==> src/rtl/ssu_pkg.sv <==
package ssu_pkg;
  localparam int NFLAG = 8;
  localparam int F_EN  = 0;
  localparam int F_MS  = 1;
  localparam int F_TE  = 2;
  localparam int F_RE  = 3;
  localparam int F_AE  = 4;
  localparam int F_TUE = 5;
  localparam int F_RUE = 6;
  localparam int F_ME  = 7;
  localparam int HW_FIRST = F_TE;
  localparam int HW_LAST  = F_RUE;
  localparam int BUSY_POS = 13;

  function automatic int set_pos(input int f);
    case (f)
      F_EN:    set_pos = 1;
      F_MS:    set_pos = 3;
      F_TE:    set_pos = 12;
      F_RE:    set_pos = 13;
      F_AE:    set_pos = 14;
      F_TUE:   set_pos = 15;
      F_RUE:   set_pos = 5;
      default: set_pos = 7;
    endcase
  endfunction

  function automatic int clr_pos(input int f);
    case (f)
      F_EN:    clr_pos = 0;
      F_MS:    clr_pos = 2;
      F_TE:    clr_pos = 8;
      F_RE:    clr_pos = 9;
      F_AE:    clr_pos = 10;
      F_TUE:   clr_pos = 11;
      F_RUE:   clr_pos = 4;
      default: clr_pos = 6;
    endcase
  endfunction

  function automatic int stat_pos(input int f);
    case (f)
      F_EN:    stat_pos = 0;
      F_MS:    stat_pos = 1;
      F_TE:    stat_pos = 8;
      F_RE:    stat_pos = 9;
      F_AE:    stat_pos = 10;
      F_TUE:   stat_pos = 11;
      F_RUE:   stat_pos = 12;
      default: stat_pos = 7;
    endcase
  endfunction
endpackage

==> src/rtl/ssu_flag_cell.sv <==
module ssu_flag_cell (
  input  logic clk,
  input  logic rst_n,
  input  logic sw_set,
  input  logic sw_clr,
  input  logic hw_set,
  output logic q
);
  always_ff @(posedge clk) begin
    if (!rst_n)
      q <= 1'b0;
    else if (hw_set)
      q <= 1'b1;
    else if (sw_set && !sw_clr)
      q <= 1'b1;
    else if (sw_clr && !sw_set)
      q <= 1'b0;
  end
endmodule

==> src/rtl/ssu_cfg_regs.sv <==
module ssu_cfg_regs #(
  parameter int ERR_N = 5,
  parameter int IRQ_N = 4
) (
  input  logic             clk,
  input  logic             rst_n,
  input  logic             busy,
  input  logic             ctrl_we,
  input  logic             mask_we,
  input  logic [ERR_N-1:0] ctrl_wdata,
  input  logic [IRQ_N-1:0] mask_wdata,
  output logic [ERR_N-1:0] err_en,
  output logic [IRQ_N-1:0] irq_mask
);
  always_ff @(posedge clk) begin
    if (!rst_n) begin
      err_en   <= '0;
      irq_mask <= '0;
    end else if (!busy) begin
      if (ctrl_we) err_en   <= ctrl_wdata;
      if (mask_we) irq_mask <= mask_wdata;
    end
  end
endmodule

==> src/rtl/ssu_irq_gate.sv <==
module ssu_irq_gate #(
  parameter int IRQ_N = 4
) (
  input  logic [IRQ_N-1:0] req,
  input  logic [IRQ_N-1:0] mask,
  output logic [IRQ_N-1:0] irq
);
  for (genvar k = 0; k < IRQ_N; k++) begin : g_line
    assign irq[k] = req[k] & mask[k];
  end
endmodule

==> src/rtl/serial_status_unit.sv <==
module serial_status_unit #(
  parameter int DATA_W = 16,
  parameter int ADDR_W = 2
) (
  input  logic              clk,
  input  logic              rst_n,
  input  logic              reg_we,
  input  logic [ADDR_W-1:0] reg_addr,
  input  logic [DATA_W-1:0] reg_wdata,
  output logic [DATA_W-1:0] reg_rdata,
  input  logic              busy,
  input  logic [4:0]        hw_err,
  input  logic              rx_req,
  input  logic              tx_req,
  input  logic              frame_req,
  output logic              run_mode,
  output logic              master_mode,
  output logic [3:0]        irq
);
  import ssu_pkg::*;

  localparam int ERR_N   = HW_LAST - HW_FIRST + 1;
  localparam int IRQ_N   = 4;
  localparam int ERR_LSB = 8;
  localparam int IRQ_ERR = 2;

  logic             cmd_we, ctrl_we, mask_we;
  logic [NFLAG-1:0] flags;
  logic [ERR_N-1:0] err_en;
  logic [IRQ_N-1:0] irq_mask;
  logic [IRQ_N-1:0] irq_req;
  logic             err_any;

  assign cmd_we  = reg_we && (reg_addr == ADDR_W'(0));
  assign ctrl_we = reg_we && (reg_addr == ADDR_W'(1));
  assign mask_we = reg_we && (reg_addr == ADDR_W'(2));

  for (genvar i = 0; i < NFLAG; i++) begin : g_flag
    logic hw_hit;
    if (i >= HW_FIRST && i <= HW_LAST) begin : g_hw
      assign hw_hit = hw_err[i-HW_FIRST] & err_en[i-HW_FIRST];
    end else begin : g_sw
      assign hw_hit = 1'b0;
    end
    ssu_flag_cell u_cell (
      .clk    (clk),
      .rst_n  (rst_n),
      .sw_set (cmd_we & reg_wdata[set_pos(i)]),
      .sw_clr (cmd_we & reg_wdata[clr_pos(i)]),
      .hw_set (hw_hit),
      .q      (flags[i])
    );
  end

  ssu_cfg_regs #(.ERR_N(ERR_N), .IRQ_N(IRQ_N)) u_cfg (
    .clk        (clk),
    .rst_n      (rst_n),
    .busy       (busy),
    .ctrl_we    (ctrl_we),
    .mask_we    (mask_we),
    .ctrl_wdata (reg_wdata[ERR_LSB +: ERR_N]),
    .mask_wdata (reg_wdata[IRQ_N-1:0]),
    .err_en     (err_en),
    .irq_mask   (irq_mask)
  );

  assign err_any = |flags[NFLAG-1:HW_FIRST];
  assign irq_req = {frame_req, err_any, tx_req, rx_req};

  ssu_irq_gate #(.IRQ_N(IRQ_N)) u_irq (
    .req  (irq_req),
    .mask (irq_mask),
    .irq  (irq)
  );

  assign run_mode    = flags[F_EN];
  assign master_mode = flags[F_MS];

  always_comb begin
    reg_rdata = '0;
    case (reg_addr)
      ADDR_W'(0): begin
        for (int i = 0; i < NFLAG; i++) reg_rdata[stat_pos(i)] = flags[i];
        reg_rdata[BUSY_POS] = busy;
      end
      ADDR_W'(1): reg_rdata[ERR_LSB +: ERR_N] = err_en;
      ADDR_W'(2): reg_rdata[IRQ_N-1:0] = irq_mask;
      default:    reg_rdata = '0;
    endcase
  end
endmodule

==> config.mk <==
export PLATFORM = sky130hd
export DESIGN_NAME = serial_status_unit
export DESIGN_NICKNAME = d
export VERILOG_FILES = /design/src/rtl/ssu_pkg.sv /design/src/rtl/ssu_flag_cell.sv /design/src/rtl/ssu_cfg_regs.sv /design/src/rtl/ssu_irq_gate.sv /design/src/rtl/serial_status_unit.sv
export SDC_FILE = /design/constraint.sdc
export NUM_CORES = 1
export LEC_CHECK = 0
export ABC_CLOCK_PERIOD_IN_PS = 1400
export BUFFER_PORTS_ARGS = -buffer_cell sky130_fd_sc_hd__buf_2
export CAP_MARGIN = 0
export CORE_MARGIN = 4
export CORE_UTILIZATION = 30
export CTS_CLUSTER_SIZE = 10
export DETAILED_ROUTE_END_ITERATION = 10
export SYNTH_ARGS = -nofsm -noshare
export SYNTH_HDL_FRONTEND = slang
export SYNTH_SLANG_ARGS = --single-unit
==> constraint.sdc <==
create_clock -name clk -period 1.4 [get_ports clk]
set_input_delay 0.14 -clock clk [delete_from_list [all_inputs] [get_ports clk]]
set_output_delay 0.14 -clock clk [all_outputs]
set_load 0.02 [all_outputs]
-- Word level (Yosys, flattened, before mapping)
Cells that the tools add are included.
- input bits: 30
- output and inout bits: 22
- word-level logic and storage cells: 166
- register bits: 17
- equal/unequal tests: 2
- magnitude comparators: 16
- reductions and logical operators: 55
- bitwise operators: 27
- muxes and demuxes: 56
- operators by type and width (cell ; number):
    $ge 32x1->1 const B ; 8
    $lt 32x6->1 const B ; 8
    $mux 32 ; 8
    $bwmux 16 ; 7
    $demux 1 s4 ; 8
    $mux 1 ; 29
    $logic_and 1x1->1 ; 27
    $and 1x1->1 ; 25
    $and 16x16->16 ; 1
    $logic_not 1->1 ; 16
    $reduce_bool 3->1 ; 5
    $pmux 5 s2 ; 1
    $pmux 4 s2 ; 1
    $reduce_bool 2->1 ; 3
    $reduce_or 6->1 ; 1
    $mux 4 ; 1
    $reduce_and 2->1 ; 2
    $mux 3 ; 1
    $eq 2x1->1 const B ; 1
    $eq 2x2->1 const B ; 1
    $logic_not 2->1 ; 1
    $not 1->1 ; 1

-- Longest topological paths before layout
- depth after elaboration: 15
- mapped depth: 6
- gate-level depth less buffers: 5

-- Hierarchy
A second synthesis with hierarchy kept.
- cell total of the unflattened synthesis: 133
- area, all modules: 1149.9 um^2
- by module, submodules not included (module ; cells an instance ; times used ; seq. area each (um^2) ; area each (um^2)):
    ssu_cfg_regs ; 42 ; 1 ; 180.2 ; 387.9
    serial_status_unit ; 55 ; 1 ; 0.0 ; 376.6
    ssu_flag_cell ; 4 ; 8 ; 20.0 ; 45.0
    ssu_irq_gate ; 4 ; 1 ; 0.0 ; 25.0

-- Worst setup path after synthesis
No wires, ideal clock.
- kind: register -> output
- start point: register g_flag[2].u_cell.q
- end point: output port irq[2]
- data arrival time: 1.123 ns
- stages on the path, launching flop included: 3
- setup slack: 0.137 ns
- required time: 1.260 ns
- path buffers: 0
- cells stage by stage: dfxtp_1 > or4_1 > o31a_1
- cells in the longest elaborated chain, start to end: 2
- ends and longest elaborated chain (item ; RTL line ; text):
    start: declaration ; ssu_flag_cell.sv:7 ; output logic q
    start signal: assignment ; ssu_flag_cell.sv:11 ; q <= 1'b0;
    start signal: assignment ; ssu_flag_cell.sv:13 ; q <= 1'b1;
    start signal: assignment ; ssu_flag_cell.sv:15 ; q <= 1'b1;
    $reduce_or 6->1 ; serial_status_unit.sv:67 ; assign err_any = |flags[NFLAG-1:HW_FIRST];
    $and 1x1->1 ; ssu_irq_gate.sv:9 ; assign irq[k] = req[k] & mask[k];
    end: declaration ; serial_status_unit.sv:18 ; output logic [3:0] irq
Every way passes these cells.

-- Final worst setup path
Ends and elaborated chain as after synthesis.

==> qor.txt <==
Arrival @ worst endpoint: 1540 ps
CP Class: reg -> out
Final WS setup: -276 ps
Synth Instances: 112
Htree depth: 1
RSZ-0062 raised after global routing: yes
CTS resizes: 0
Crit path from: g_flag[2].u_cell.q$_SDFFE_PN0P_
PwrDens: 701 nW/um2
Starting Density: 32.3%
Sequential element share of the synthesized area: 33.7%
Skew-Pair Late Insertion Delay: 290 ps
IO Port Bufs: 46
Inserted Diodes: 0
Dpl ws: 15.6 ps
Slowest cell on the critical path: or4_4
Tot GR Track Use: 12.7%
Rows: 20
Max-Cap Viols: 0
Clk buf depth: 2
Peak VDD IR: 0.000450 V
Largest net degree at the start of global routing: 18
Post-route DRC: 0
Hold Vio Cnt, Final: 0
Final worst path period share: 120%
Number of synthesized flops with an enable pin: 0
Critical path depth: 3
Routed Wire Length: 2.72 mm
Leakage: 0.646 nW
Total grt overflow: 0
Post-synth ARST share: 0%
Clock-pin transition on the worst setup and hold timing paths: 100 ps
Critical Path End Type: output pin
Worst r2r src: g_flag[5].u_cell.q$_SDFFE_PN0P_
Worst EP required: 1260 ps
Worst path buffer plus inverter count: 1
Worst r2r dst: g_flag[5].u_cell.q$_SDFFE_PN0P_
CTS buffer count: 3
First-pass GRT wire length: 4.33 mm
Seq cells post-synth: 17
Clock Skew: 0.440 ps
Worst slew pin tran: 497 ps
Layout cells sized above 1: 39.0%
Vias in the first global route: 938
Relative slew slack: 66.7%
Routability cong.: 0.834
Worst setup endpoint: irq[2]
Mean number of vias per cell: 4.76
Largest area contributor in the synthesized netlist: dfxtp_1
Die Y: 66.0 um
DP HPWL: 2.21 mm
Setup Buffers After CTS: 0
Post-Syn Area: 1010 um2
Kind of cell adding the most delay to the critical path: simple AND/OR/NAND/NOR gates
Setup violations, final: 1
Cts hold-fix bufs: 0
Die Area: 4360 um2
Count leader, synth: nor2_1
Share of the synthesized area in the top cell type: 33.7%
CP max FO: 2
Die W: 66.0 um
Top area cells in the synthesized netlist: dfxtp_1, mux2i_1, nor2_1
Max Freq: 0.597 GHz
Outcome: finished with violations
Synthesized area per cell: 9.02 um2
Core Region: 3130 um2
CP Cell Sequence: or4_4 -> o31a_1 -> buf_6
Final Core Density: 43.0%
Antenna violations before repair: 0
Clock root cell: clkbuf_4
Minimum clock period: 1680 ps
R2R depth: 2
Sink Count: 17
Post-route antenna net violation count: 0
Area growth syn-to-layout: 33.3%
Layout Nets: 198
R2r setup slk: 520 ps
Failing checks: negative setup slack
Tot Pwr: 0.000944 W
1st-iter DRT viols: 31
# IOs: 52
Cell variety after synth: 25
Critical path startpoint category: register
Fin. max-slew vios: 0
Drt first pass iters: 3
Via Count: 990
Min-Delay Path Class: in -> reg
Drt wl/cell: 13.1 um
Synthesis Warnings: 0
CTS tree: yes
Slowest Stage Delay on Critical Path: 510 ps
Synth Flop Type: dfxtp_1
Most common library cells after synthesis: nor2_1, mux2i_1, dfxtp_1, and2_1, nand2_1
-- layer usage --
metal | GRT usage, % | vias up | routed length, um | share of wire, %
li1 | - | 493 | - | -
met1 | 16.6 | 446 | 1250 | 46
met2 | 19.4 | 47 | 1160 | 43
met3 | 4.42 | 4 | 279 | 10
met4 | 4.06 | 0 | 32 | 1.2
met5 | 0 | - | 0 | 0
-- flip-flops by register name, summed over array words and instances (netlist names) --
name	cells
g_flag.u_cell.q	8
u_cfg.err_en	5
u_cfg.irq_mask	4
-- cells in the final DEF (no fill, tap or decap), drive strengths merged --
master	n
buf	55
nor2	20
mux2i	19
dfxtp	17
and2	8
nand2	7
conb	5
a221oi	5
o21ai	5
a311oi	4
clkbuf	4
ha	3
and3b	2
nor4bb	2
nor3b	1
or4	1
o31a	1
clkinv	1
or3b	1
inv	1
a21oi	1
a211oi	1
-- area by class of cell --
cell class	instances	area, um2
Clock buffer	4	26.3
Sequential cell	17	342
Inverter	2	7.51
Multi-Input combinational cell	86	612
Fill cell	338	1780
Timing Repair Buffer	55	304
Tap cell	44	55.1
-- power by group --
group          internal (W)  total [W]  switching [W]  leakage (nW)
sequential         0.000493   0.000501     0.00000842         0.138
clock              0.000111   0.000269       0.000158        0.0150
combinational     0.0000809   0.000174      0.0000932         0.493
-- worst min-delay path by stage --
stage | from | to | slack [ps] | depth (start not counted)
4_1_cts | reg_wdata[4] | g_flag[6].u_cell.q$_SDFFE_PN0P_ | 20 | 2
2_1_floorplan | reg_wdata[9] | g_flag[3].u_cell.q$_SDFFE_PN0P_ | 250 | 1
6_report | reg_wdata[4] | g_flag[6].u_cell.q$_SDFFE_PN0P_ | 40 | 2
3_3_place_gp | reg_wdata[4] | g_flag[6].u_cell.q$_SDFFE_PN0P_ | 360 | 2
5_1_grt | reg_wdata[4] | g_flag[6].u_cell.q$_SDFFE_PN0P_ | 30 | 2
3_5_place_dp | reg_wdata[4] | g_flag[6].u_cell.q$_SDFFE_PN0P_ | 360 | 2
-- cells by family after synthesis --
family	after synthesis	synth area share, %
other	1	0.371
DFF	17	33.7
adders and majority gates	3	3.72
AOI/OAI and AO/OA	17	14.2
and+or+nand+nor	42	21.6
muxes	19	18.8
buffers and inverters	13	7.56
-- worst register-to-register path: cells and delay by family (launching register included) --
family	cells	cell delay, ps
compound gates	2	380
flops	1	400
-- through the flow --
stage / hold slack, ps / std cells / TNS (ps) / area [um2]
final: 40.4 / 208 / -276 / 1350
after global routing: 29.8 / 208 / -336 / 1350
after CTS: 21.9 / 208 / -325 / 1340
after detailed placement: 356 / 204 / 0 / 1310
after global placement: 356 / 204 / 0 / 1310
after floorplan: 252 / 116 / 0 / 1020
No activity file was read; power rests on OpenSTA's default activity.
